[src/rtl/cto_inject_pkg.sv]
package cto_inject_pkg;
  localparam int PORTS     = 4;
  localparam int FUNC_W    = $clog2(PORTS);
  localparam int OFF_W     = 12;
  localparam int DATA_W    = 32;
  localparam int CTL_W     = 3;
  localparam int BIT_DIS   = 0;
  localparam int BIT_SCR   = 1;
  localparam int BIT_INJ   = 2;

  localparam logic [OFF_W-1:0] OFF_HDR = 12'h1d4;
  localparam logic [OFF_W-1:0] OFF_CTL = 12'h1d8;

  localparam logic [11:0] HDR_LEN = 12'h00a;
  localparam logic [3:0]  HDR_REV = 4'h1;
  localparam logic [15:0] HDR_ID  = 16'h0003;
  localparam logic [DATA_W-1:0] HDR_WORD = {HDR_LEN, HDR_REV, HDR_ID};

  typedef struct packed {
    logic             wrCtl;
    logic [PORTS-1:0] portHit;
    logic             rdHdr;
    logic             rdCtl;
  } strobe_t;
endpackage

[src/rtl/cto_inject_ctl.sv]
module cto_inject_ctl
  import cto_inject_pkg::*;
(
  input  logic              clk,
  input  logic              rstN,
  input  logic              cfgWrEn,
  input  logic [FUNC_W-1:0] cfgFunc,
  input  logic [OFF_W-1:0]  cfgOffset,
  output strobe_t           strb
);
  logic hitCtl;
  logic hitHdr;

  assign hitCtl = (cfgOffset == OFF_CTL);
  assign hitHdr = (cfgOffset == OFF_HDR);

  always_comb begin
    strb = '0;
    strb.rdHdr = hitHdr;
    strb.rdCtl = hitCtl;
    strb.wrCtl = cfgWrEn && hitCtl;
    for (int p = 0; p < PORTS; p++) begin
      strb.portHit[p] = (cfgFunc == FUNC_W'(p));
    end
  end

  // at most one port addressed
  a_r7_one_port: assert property (@(posedge clk) disable iff (!rstN)
    $onehot0(strb.portHit));
  // header and control decodes never overlap
  a_r8_decode_excl: assert property (@(posedge clk) disable iff (!rstN)
    !(strb.rdHdr && strb.rdCtl));
endmodule

[src/rtl/cto_inject_dp.sv]
module cto_inject_dp
  import cto_inject_pkg::*;
(
  input  logic              clk,
  input  logic              rstN,
  input  strobe_t           strb,
  input  logic [DATA_W-1:0] cfgWrData,
  input  logic [PORTS-1:0]  realCtoErr,
  output logic [PORTS-1:0]  ctoErrOut,
  output logic [DATA_W-1:0] cfgRdData
);
  logic [CTL_W-1:0] ctrlQ [PORTS];
  logic [PORTS-1:0] pulseQ;

  for (genvar p = 0; p < PORTS; p++) begin : g_port
    logic wrHere;
    logic armEdge;

    assign wrHere  = strb.wrCtl && strb.portHit[p];
    assign armEdge = wrHere && cfgWrData[BIT_INJ] && !ctrlQ[p][BIT_INJ]
                     && !cfgWrData[BIT_DIS];

    always_ff @(posedge clk) begin
      if (!rstN) begin
        ctrlQ[p]  <= '0;
        pulseQ[p] <= 1'b0;
      end else begin
        if (wrHere) ctrlQ[p] <= cfgWrData[CTL_W-1:0];
        pulseQ[p] <= armEdge;
      end
    end

    assign ctoErrOut[p] = realCtoErr[p] | pulseQ[p];

    // injection pulse lasts one cycle
    a_r3_single_cycle: assert property (@(posedge clk) disable iff (!rstN)
      pulseQ[p] |=> !pulseQ[p]);
    // pulse only follows a control write to this port
    a_r3_after_write: assert property (@(posedge clk) disable iff (!rstN)
      pulseQ[p] |-> $past(strb.wrCtl && strb.portHit[p]));
    // pulse only when bit 2 has just risen
    a_r4_edge_only: assert property (@(posedge clk) disable iff (!rstN)
      pulseQ[p] |-> (ctrlQ[p][BIT_INJ] && !$past(ctrlQ[p][BIT_INJ])));
    // no pulse while disable is stored
    a_r5_disable: assert property (@(posedge clk) disable iff (!rstN)
      pulseQ[p] |-> !ctrlQ[p][BIT_DIS]);
  end

  always_comb begin
    cfgRdData = '0;
    for (int p = 0; p < PORTS; p++) begin
      if (strb.portHit[p] && strb.rdCtl)
        cfgRdData = DATA_W'(ctrlQ[p]);
    end
    if (strb.rdHdr) cfgRdData = HDR_WORD;
  end
endmodule

[src/rtl/cto_inject_top.sv]
module cto_inject_top
  import cto_inject_pkg::*;
(
  input  logic              clk,
  input  logic              rstN,
  input  logic              cfgWrEn,
  input  logic [FUNC_W-1:0] cfgFunc,
  input  logic [OFF_W-1:0]  cfgOffset,
  input  logic [DATA_W-1:0] cfgWrData,
  output logic [DATA_W-1:0] cfgRdData,
  input  logic [PORTS-1:0]  realCtoErr,
  output logic [PORTS-1:0]  ctoErrOut
);
  strobe_t strb;

  cto_inject_ctl uCtl (
    .clk(clk), .rstN(rstN), .cfgWrEn(cfgWrEn), .cfgFunc(cfgFunc),
    .cfgOffset(cfgOffset), .strb(strb)
  );

  cto_inject_dp uDp (
    .clk(clk), .rstN(rstN), .strb(strb), .cfgWrData(cfgWrData),
    .realCtoErr(realCtoErr), .ctoErrOut(ctoErrOut), .cfgRdData(cfgRdData)
  );

  // a real error always reaches the output
  a_r9_real_pass: assert property (@(posedge clk) disable iff (!rstN)
    (realCtoErr & ~ctoErrOut) == '0);
endmodule

[config.mk]
export PLATFORM = sky130hd
export DESIGN_NAME = cto_inject_top
export DESIGN_NICKNAME = d
export VERILOG_FILES = /design/src/rtl/cto_inject_pkg.sv /design/src/rtl/cto_inject_ctl.sv /design/src/rtl/cto_inject_dp.sv /design/src/rtl/cto_inject_top.sv
export SDC_FILE = /design/constraint.sdc
export NUM_CORES = 1
export LEC_CHECK = 0
export BUFFER_PORTS_ARGS = -buffer_cell sky130_fd_sc_hd__buf_2
export CORE_ASPECT_RATIO = 0.7
export CORE_MARGIN = 4
export CORE_UTILIZATION = 28
export CTS_BUF_LIST = sky130_fd_sc_hd__clkbuf_8
export CTS_CLUSTER_DIAMETER = 120
export CTS_CLUSTER_SIZE = 16
export DETAILED_ROUTE_END_ITERATION = 8
export HOLD_SLACK_MARGIN = 0.12
export SLEW_MARGIN = 20
export SYNTH_ARGS = -nofsm -noshare
export SYNTH_HDL_FRONTEND = slang
export SYNTH_SLANG_ARGS = --single-unit
[constraint.sdc]
create_clock -name clk -period 2.2 [get_ports clk]
set_input_delay 0.22 -clock clk [delete_from_list [all_inputs] [get_ports clk]]
set_output_delay 0.22 -clock clk [all_outputs]
set_load 0.05 [all_outputs]
# After elaboration in Yosys (flattened, before gate mapping)
# Memory sizes are Yosys's and may differ from the RTL's.
# Cells that the tools add are included.
[totals] mem_bits_rw=12 output_inout_bits=36 word_cells=67 input_bits=53 romBits=0 latchBits=0 register_bits=4 mem_count=1
[mem_list] memory="uDp.ctrlQ" depth=4 word_bits=3 read_ports=4 rd_ports_with_merged_regs=0 wr=4 line_no="cto_inject_dp.sv:12" rtl="logic [CTL_W-1:0] ctrlQ [PORTS];"
[op_classes] mul=0 eq_ne=5 n_bitwise=8 n_mux=22 n_addsub=0 div=0 magnitude_cmp=0 shift=0 n_reduce_logical=27
[op_table] op="12-bit by 9-bit == test with 1-bit output, second input constant" count=2
[op_table] op="24-bit 2-to-1 mux" count=1
[op_table] op="3-bit 2-to-1 mux" count=8
[op_table] op="1-bit logical AND" count=21
[op_table] op="1-bit 2-to-1 mux" count=13
[op_table] op="1-bit OR" count=8
[op_table] op="1-bit logical NOT" count=5
[op_table] op="2-bit == test, second input constant" count=2
[op_table] op="2-bit by 1-bit == test with 1-bit output, second input constant" count=1
[op_table] op="2-bit logical NOT" count=1

# Logic depth before layout (Yosys ltp)
# Gate-level depths: netlist of the first run.
[logic_depth] ltp_word=7 mapped_depth=4 mapped_depth_nobuf=4

# Modules after synthesis
# From an unflattened synthesis of the first run, not the netlist that was laid out.
[hier_totals] cells_unflattened=112 area_unflattened_um2=1098.6
[by_module_without_submodules] module="cto_inject_dp" area_per_inst_um2=996.0 instances=1 seq_area_each_um2=440.4 cells_per_inst=98
[by_module_without_submodules] module="cto_inject_ctl" area_per_inst_um2=102.6 instances=1 seq_area_each_um2=0.0 cells_per_inst=14

# Worst setup path before layout of the first run
# OpenSTA, ideal clock, no wires.
[synth_path] path_type="input -> output" from="input cfgOffset[9]" to="output cfgRdData[0]" n_path_buf=0 setup_slack_ps=-58 arrival_time_ps=2038 t_required_ps=1980 cell_stages=3 cell_sequence="or4b_4 -> or4_1 -> a31oi_1"
[synth_between] elab_chain_len=7 word_cells_on_any_way=11 classes_between="eq/ne (2); mux (5); reduce/logical (4)"
[synth_lines] element="start, declared" line_no="cto_inject_top.sv:8" rtl="input logic [OFF_W-1:0] cfgOffset,"
[synth_lines] element="12-bit by 9-bit == test with 1-bit output" line_no="cto_inject_ctl.sv:14" rtl="assign hitCtl = (cfgOffset == OFF_CTL);"
[synth_lines] element="1-bit logical AND" line_no="cto_inject_dp.sv:52" rtl="if (strb.portHit[p] && strb.rdCtl)"
[synth_lines] element="3-bit 2-to-1 mux (4 in a row)" line_no="cto_inject_dp.sv:52"
[synth_lines] element="24-bit 2-to-1 mux (*)" line_no="cto_inject_dp.sv:55" rtl="if (strb.rdHdr) cfgRdData = HDR_WORD;"
[synth_lines] element="end, declared" line_no="cto_inject_top.sv:10" rtl="output logic [DATA_W-1:0] cfgRdData,"
# Every way passes the cells marked *; elsewhere a longest branch is shown, timed or not.

# Worst setup path in the final report of the first run
# Ends and elaborated chain as after synthesis.

==> qor.yml, run 1 <==
floorplan:
  die_h_um: 58.74
  die-area_um2: 4727
  die_w_um: 80.48
  core_um2: 3536
  io_pins: 89
  initial_core_util_pct: 29.12
  rows: 18
yosys:
  postSynth.asyncResetShare_pct: 0
  ys_ff_latch: 16
  synth_edf_count: 12
  yosysUniqueCellTypes: 26
  synth_ff_type: "edfxtp_1"
  syn_inst: 106
  syn_area_um2: 1030
  seq_area_frac_synth_pct: 42.77
  yosysWarningCount: 0
  synth_area_per_cell_um2: 9.715
cells_and_area:
  num-fill-cells: 368
  final_common_cell: "buf_2"
  diodes: 0
  area_growth_pct: 18.35
  post-route-util_pct: 34.47
  multi_input_area_um2: 450.4
  layout.cells.non_filler: 192
  finalNetCount: 196
  final_area_um2: 1219
  drive_above_1_share_pct: 36.62
  most-common-layout-cells: "buf_2 (33), conb_1 (26), nor2_1 (14)"
  layout.area.seq_um2: 440.4
critical_path:
  worstReg2RegStart: "uDp.ctrlQ[1][2]"
  cpLargestDelayFamily: "simple AND/OR/NAND/NOR gates"
  cp.depth: 5
  endpoint: "cfgRdData[0]"
  crit_chain: "buf_2 > or4b_4 > or4_1 > a31oi_1 > buf_2"
  cp.arrival_ns: 1.82
  crit_fanout: 3
  reg2reg_setup_slack_ns: 1.42
  cp-end-kind: "output pin"
  reg2reg_to: "uDp.pulseQ[2]"
  required_ns: 1.98
  path_buf_inv: 2
  max_stage_delay_ns: 0.55
  slowest_stage: "or4b_4"
  crit_path_start: "cfgOffset[9]"
  start_kind: "primary input"
  worst_r2r_path_depth: 1
  critical_path_class: "in -> out"
  cp_common_cell: "buf_2"
outcome:
  status: "finished clean"
timing:
  finalSetupTns_ns: 0
  period_needed_ns: 2.039
  skew_ns: 0.0008247
  rsz0062_at_grt: "no"
  final-max-slew-violation-count: 0
  finalSetupViolations: 0
  fin_crit_sh_pct: 92.69
  timing.fmax_mhz: 490.4
  timing_hold_violations_final: 0
grt:
  grt_pass1_vias: 712
  antenna_found_initial: 0
  grt_pass1_wl_mm: 3.270
  gr-total-overflow: 0
  grt_use_total_pct: 9.213
  grt_start_max_net_pins: 14
pwr:
  vdd_ir_drop_max_v: 0.0002439
  p_leak_nw: 0.5178
  power.density_nw_per_um2: 636.4
  finalPower_uw: 775.5
drt:
  drc: 0
  wl_per_cell_um: 11.26
  viasPerCell: 4.099
  routed_wl_mm: 2.161
  route.vias.total: 787
  ant_nets: 0
  drt-initial-drc-count: 44
  dr.pass1.iters: 4
clocking:
  htree_levels: 1
  post-cts-setup-buffers: 0
  ctsResizeCount: 0
  cts_buffers: 3
  cts_tree: "yes"
  clockRootBuffer: "clkbuf_8"
  clockBufferDepth: 2
  clk_latency_ns: 0.24
  clk_pin_slew_ns: 0.06
  hold_buffers: 0
  cts_sinks: 16
place:
  dp_hpwl_mm: 1.782
  place.gp.congestion: 0.7653
  port_buffers: 33
  placed_cell_area_um2: 1164
  placedCellCount: 188
hold_path:
  hold_class: "in -> reg"
job:
  drv_cap: 0
-- cells in the mapped netlist, types with 2 or more instances --
master / n / area share (%)
nor4_1: 4 / 2.4
a31oi_1: 2 / 1.2
o211ai_1: 2 / 1.5
edfxtp_1: 12 / 35
nand2b_1: 5 / 3.0
or2_2: 4 / 2.4
mux2_2: 2 / 2.2
nand4_1: 2 / 1.2
and3_1: 2 / 1.2
o21ai_0: 5 / 2.4
buf_4: 29 / 21
clkbuf_1: 2 / 0.73
nand3_1: 2 / 0.97
nand2_1: 4 / 1.5
nor2_1: 14 / 5.1
inv_1: 2 / 0.73
dfxtp_1: 4 / 7.8
-- report_power, final --
group	total (mW)	leakage (nW)	switching (mW)	internal, mW
clock network	0.258	0.0288	0.0993	0.159
logic	0.179	0.343	0.143	0.0367
registers	0.338	0.146	0.00373	0.335
-- final cells by class --
cell class	instances	share of cell area, %
multi-input cells	82	36.96
inverters	2	0.6160
repair buffers	38	16.63
well taps	50	5.133
clock buffers	4	4.517
flip-flops and latches	16	36.14
-- sequential cells by signal, summed over array words and instances (netlist names) --
name        cells
uDp.ctrlQ      12
uDp.pulseQ      4
-- stage by stage --
stage	setup slack (ns)	hold WS, ns
2_1_floorplan	-0.05788	0.2987
3_3_place_gp	0.2035	0.4307
3_5_place_dp	0.1902	0.4337
4_1_cts	0.1879	0.1989
5_1_grt	0.1301	0.2106
6_report	0.1607	0.2040
-- routing by layer --
metal | global-route usage (%) | part of all wire (%)
met4 | 2.892 | 0.56
met3 | 3.211 | 5.1
met1 | 10.53 | 39
met2 | 16.27 | 56
met5 | 0 | 0
-- cells by family after synthesis --
group	share of synthesized area, %
other cells	0.3642
compound gates	5.832
flops	42.77
buf+inv	22.60
simple gates	24.06
mux	4.374
-- worst min-delay path by stage --
stage                                to  slack [ns]  cells past startpoint            start
final                     uDp.pulseQ[3]        0.20                      2     cfgWrData[0]
after global routing      uDp.pulseQ[3]        0.21                      2     cfgWrData[0]
after CTS                 uDp.pulseQ[3]        0.20                      2     cfgWrData[0]
after detailed placement  uDp.pulseQ[3]        0.43                      1  uDp.ctrlQ[1][5]
after global placement    uDp.pulseQ[2]        0.43                      1  uDp.ctrlQ[1][2]
after floorplan           uDp.pulseQ[0]        0.30                      1     cfgWrData[0]
Note: power is estimated with default switching activity, not from simulation.
==> run 2, diff against run 1 <==
- MAX_ROUTING_LAYER: default -> met4
==> run 2 against run 1 <==
Compared with the run above: clock power about the same; final cell count unchanged; critical path depth is the same; flip-flop and latch count is the same; utilization stayed put; critical endpoint unchanged.
==> qor.yml, run 2 (synthesis results as in run 1) <==
timing:
  whs_ns: 0.2039  # -0.0001530 ns
  fin_crit_sh_pct: 92.63  # about the same
  timing_hold_violations_final: 0  # unchanged
  finalSetupViolations: 0  # unchanged
  skew_ns: 0.0008932  # +0.00006845 ns
  final-max-slew-violation-count: 0  # unchanged
  timing.fmax_mhz: 490.7  # about the same
  period_needed_ns: 2.038  # -0.001421 ns
  rsz0062_at_grt: "no"
place:
  placedCellCount: 188  # unchanged
  dp_hpwl_mm: 1.782  # unchanged
  place.gp.congestion: 0.7755  # +1.3%
  port_buffers: 33  # unchanged
  placed_cell_area_um2: 1164  # unchanged
cells_and_area:
  top_register: "uDp.ctrlQ"
  drive_above_1_share_pct: 36.62  # unchanged
  diodes: 0  # unchanged
  post-route-util_pct: 34.47  # unchanged
  finalNetCount: 196  # unchanged
  area_growth_pct: 18.35  # unchanged
  final_area_um2: 1219  # unchanged
  largest_reg_flops: 12  # unchanged
  most-common-layout-cells: "buf_2 (33), conb_1 (26), nor2_1 (14)"
  reg_top3: "uDp.ctrlQ x12, uDp.pulseQ x4"
  final_common_cell: "buf_2"
  layout.cells.non_filler: 192  # unchanged
grt:
  antenna_found_initial: 0  # unchanged
  gr-total-overflow: 0  # unchanged
  grt_pass1_vias: 704  # -1.1%
  grt_start_max_net_pins: 14  # unchanged
  grt_pass1_wl_mm: 3.284  # +0.43%
  grt_use_total_pct: 9.525  # +0.31 points
critical_path:
  required_ns: 1.98  # about the same
  cp.arrival_ns: 1.82  # about the same
  cp-end-kind: "output pin"
  start_kind: "primary input"
  crit_fanout: 3  # unchanged
  critical_path_class: "in -> out"
clocking:
  cts_buffers: 3  # unchanged
  ctsResizeCount: 0  # unchanged
  clk_latency_ns: 0.24  # about the same
  cts_sinks: 16  # unchanged
  clockRootBuffer: "clkbuf_8"
  hold_buffers: 0  # unchanged
  clockBufferDepth: 2  # unchanged
  cts_tree: "yes"
  clk_pin_slew_ns: 0.06  # about the same
  post-cts-setup-buffers: 0  # unchanged
  htree_levels: 1  # unchanged
floorplan:
  initial_core_util_pct: 29.12  # unchanged
  core_um2: 3536  # unchanged
  io_pins: 89  # unchanged
  die_w_um: 80.48  # unchanged
  rows: 18  # unchanged
  die_h_um: 58.74  # unchanged
  die-area_um2: 4727  # unchanged
drt:
  wl_per_cell_um: 11.28  # +0.19%
  drt-initial-drc-count: 47  # +6.8%
  ant_nets: 0  # unchanged
  route.vias.total: 783  # -0.51%
  dr.pass1.iters: 4  # unchanged
  routed_wl_mm: 2.165  # +0.19%
  drc: 0  # unchanged
  viasPerCell: 4.078  # -0.51%
pwr:
  vdd_ir_drop_max_v: 0.0002439  # about the same
  finalPower_uw: 775.6  # about the same
  power.density_nw_per_um2: 636.4  # about the same
  p_leak_nw: 0.5178  # unchanged
job:
  drv_cap: 0  # unchanged
hold_path:
  hold_class: "in -> reg"
outcome:
  status: "finished clean"
## run 2: path summary, 6_finish.rpt
path / start / to / slack, ns / cells after the start
max: cfgOffset[9] / cfgRdData[0] / 0.16 / 5
min: cfgWrData[0] / uDp.pulseQ[3] / 0.20 / 2
max reg2reg: uDp.ctrlQ[1][2] / uDp.pulseQ[2] / 1.42 / 1
min reg2reg: uDp.ctrlQ[1][5] / uDp.pulseQ[3] / 0.44 / 1
## run 2: worst max-delay path, stage by stage
cell     delay (ns)
buf_2          0.10
or4b_4         0.55
or4_1          0.46
a31oi_1        0.19
buf_2          0.30
## run 2: layout make-up
| type | count | area, um2 |
|---|---|---|
| clock buffers | 4 | 55.05 |
| fillers | 368 | 2317 |
| inverters | 2 | 7.507 |
| multi-input cells | 82 | 450.4 |
| flip-flops and latches | 16 | 440.4 |
| well taps | 50 | 62.56 |
| repair buffers | 38 | 202.7 |
## run 2: through the flow
step                setup slack [ns]  TNS, ns
finish                        0.1621        0
detailed placement            0.1902        0
global placement              0.2035        0
floorplan                   -0.05788  -0.1158
CTS                           0.1879        0
global route                  0.1301        0
## run 2: power breakdown
group | total (mW) | internal, mW | leakage [nW] | switching (mW)
clock network | 0.258 | 0.159 | 0.0288 | 0.0993
registers | 0.338 | 0.335 | 0.146 | 0.00373
logic | 0.179 | 0.0367 | 0.343 | 0.143
total | 0.776 | 0.530 | 0.518 | 0.246
## run 2: routing by layer
| layer | vias up | wire, um | GRT usage (%) |
|---|---|---|---|
| li1 | 389 | - | - |
| met1 | 376 | 842 | 10.72 |
| met2 | 16 | 1206 | 16.16 |
| met3 | 2 | 107 | 3.211 |
| met4 | 0 | 9 | 2.892 |
| met5 | - | 0 | - |
==> run 3, diff against run 2 <==
- CORE_ASPECT_RATIO: 0.7 -> default
==> run 3 against run 2 <==
Compared with the run above: flip-flop and latch count stayed put; sequential share of layout area is 0.45 points higher; worst setup slack better by 0.043 ns; clock-buffer cell count is 1 lower; critical path depth stayed put; critical path type unchanged; total power is 5.4% lower; global-route usage is 0.80 points lower; critical endpoint is now cfgRdData[21]; clock skew is 0.00072 ns lower; combinational power hardly changed; die area is 0.31% lower; worst hold slack better by 0.024 ns.
==> qor.yml, run 3 (synthesis results as in run 1) <==
cells_and_area:
  layout.cells.non_filler: 188  # -2.1%
  num-fill-cells: 366  # -0.54%
  most-common-layout-cells: "buf_2 (33), conb_1 (26), nor2_1 (14)"
  diodes: 0  # unchanged
  layout.area.seq_um2: 440.4  # unchanged
  area_growth_pct: 16.89
  reg_top3: "uDp.ctrlQ x12, uDp.pulseQ x4"
  multi_input_area_um2: 450.4  # unchanged
  final_common_cell: "buf_2"
  finalNetCount: 196  # unchanged
  top_register: "uDp.ctrlQ"
  largest_reg_flops: 12  # unchanged
  drive_above_1_share_pct: 35.92  # -0.70 points
drt:
  wl_per_cell_um: 10.95  # -2.9%
  dr.pass1.iters: 4  # unchanged
  routed_wl_mm: 2.058  # -4.9%
  ant_nets: 0  # unchanged
  highest_layer: "met4"
  drc: 0  # unchanged
  drt-met1-wl_um: 670  # -20%
  drt-initial-drc-count: 18  # -62%
  met3WireLength_um: 109  # +1.9%
  wl_met2_mm: 1.231  # +2.1%
  viasPerCell: 4.154  # +1.9%
  route.vias.total: 781  # -0.26%
pwr:
  p_sw_share_pct: 32.55  # +0.87 points
  pwr-share-comb_pct: 24.4  # +1.3 points
  p_leak_nw: 0.5159  # -0.36%
  clockPowerShare_pct: 29.4  # -3.8 points
  internal_power_uw: 494.7  # -6.6%
  p_sw_uw: 238.8  # -2.8%
  vdd_ir_drop_max_v: 0.0001748  # -28%
  seqPwrFrac_pct: 46.1  # +2.5 points
  power.density_nw_per_um2: 609.4  # -4.2%
floorplan:
  core_um2: 3442  # -2.7%
  rows: 21  # +3
  die_h_um: 68.65  # +17%
  initial_core_util_pct: 29.92  # +0.79 points
  io_pins: 89  # unchanged
  die-area_um2: 4712  # -0.31%
  die_w_um: 68.65  # -15%
critical_path:
  start_kind: "primary input"
  cpLargestDelayFamily: "simple AND/OR/NAND/NOR gates"
  max_stage_delay_ns: 0.54  # about the same
  path_buf_inv: 2  # unchanged
  cp-end-kind: "output pin"
  critical_path_class: "in -> out"
  cp.arrival_ns: 1.78  # -0.04 ns
  crit_chain: "buf_2 > or4b_4 > or4_1 > nor2_1 > buf_2"
  crit_fanout: 3  # unchanged
  crit_path_start: "cfgOffset[9]"
  worstReg2RegStart: "uDp.ctrlQ[0][2]"
  required_ns: 1.98  # about the same
  cp_common_cell: "buf_2"
  slowest_stage: "or4b_4"
timing:
  fin_crit_sh_pct: 90.69  # -1.9 points
  rsz0062_at_grt: "no"
  timing.fmax_mhz: 501.2  # +2.1%
  period_needed_ns: 1.995  # -0.04275 ns
  skew_ns: 0.0001736  # -0.0007195 ns
  whs_ns: 0.2281  # +0.02426 ns
  finalSetupViolations: 0  # unchanged
  final-max-slew-violation-count: 0  # unchanged
  finalSetupTns_ns: 0  # unchanged
  timing_hold_violations_final: 0  # unchanged
clocking:
  cts_sinks: 16  # unchanged
  ctsResizeCount: 0  # unchanged
  post-cts-setup-buffers: 0  # unchanged
  clockRootBuffer: "clkbuf_8"
  hold_buffers: 0  # unchanged
  cts_tree: "yes"
  cts_buffers: 3  # unchanged
  clk_pin_slew_ns: 0.06  # about the same
  htree_levels: 1  # unchanged
  clockBufferDepth: 2  # unchanged
  clk_latency_ns: 0.24  # about the same
place:
  placedCellCount: 184  # -2.1%
  place.gp.congestion: 0.7930  # +2.3%
  port_buffers: 33  # unchanged
  dp_hpwl_mm: 1.771  # -0.66%
grt:
  gr-total-overflow: 0  # unchanged
  antenna_found_initial: 0  # unchanged
  grt_pass1_wl_mm: 2.932  # -11%
  grt_use_total_pct: 8.723  # -0.80 points
  grt_start_max_net_pins: 14  # unchanged
  grt_pass1_vias: 721  # +2.4%
outcome:
  status: "finished clean"
hold_path:
  min_from: "cfgWrData[0]"
  hold_class: "in -> reg"
job:
  drv_cap: 0  # unchanged
[run 3: cell count changes in the layout (fill, tap and decap cells not counted), sizes merged]
cell,before,now
clkbuf,4,3
inv,2,3
[run 3: cell type report]
type | count | share of cell area [%]
Multi-Input combinational cell | 82 | 37.42
Timing Repair Buffer | 38 | 16.84
Clock inverter | 1 | 0.3119
Tap cell | 46 | 4.782
Clock buffer | 3 | 3.430
Sequential cell | 16 | 36.59
Inverter | 2 | 0.6237
[run 3: metrics by stage]
| step | power, mW | instance area [um2] | setup WS, ns | utilization [%] |
|---|---|---|---|---|
| 3_5_place_dp | 0.5232 | 1159 | 0.1994 | 33.66 |
| 3_3_place_gp | 0.5211 | 1159 | 0.2210 | 33.66 |
| 4_1_cts | 0.7398 | 1204 | 0.1987 | 34.97 |
| 6_report | 0.7335 | 1204 | 0.2049 | 34.97 |
| 2_1_floorplan | 0.5201 | 1124 | -0.05788 | - |
| 5_1_grt | 0.7648 | 1204 | 0.1459 | 34.97 |
[run 3: metal layers]
| layer | GRT usage, % | vias to the layer above |
|---|---|---|
| li1 | - | 390 |
| met1 | 8.342 | 360 |
| met2 | 15.61 | 27 |
| met3 | 1.135 | 4 |
| met4 | 6.948 | 0 |
| met5 | - | - |
[run 3: power by group through the flow]
| stage | Clock [mW] | Combinational (mW) | Sequential (mW) |
|---|---|---|---|
| finish | 0.216 | 0.179 | 0.338 |
| global route | 0.235 | 0.191 | 0.339 |
| CTS | 0.223 | 0.179 | 0.339 |
| detailed placement | 0 | 0.178 | 0.345 |
| global placement | 0 | 0.176 | 0.345 |
| floorplan | 0 | 0.177 | 0.343 |
[run 3: worst paths after layout]
kind,cells after the start,slack (ns),end
max,5,0.20,cfgRdData[21]
min,2,0.23,uDp.pulseQ[3]
max reg2reg,1,1.43,uDp.pulseQ[0]
min reg2reg,1,0.44,uDp.pulseQ[2]
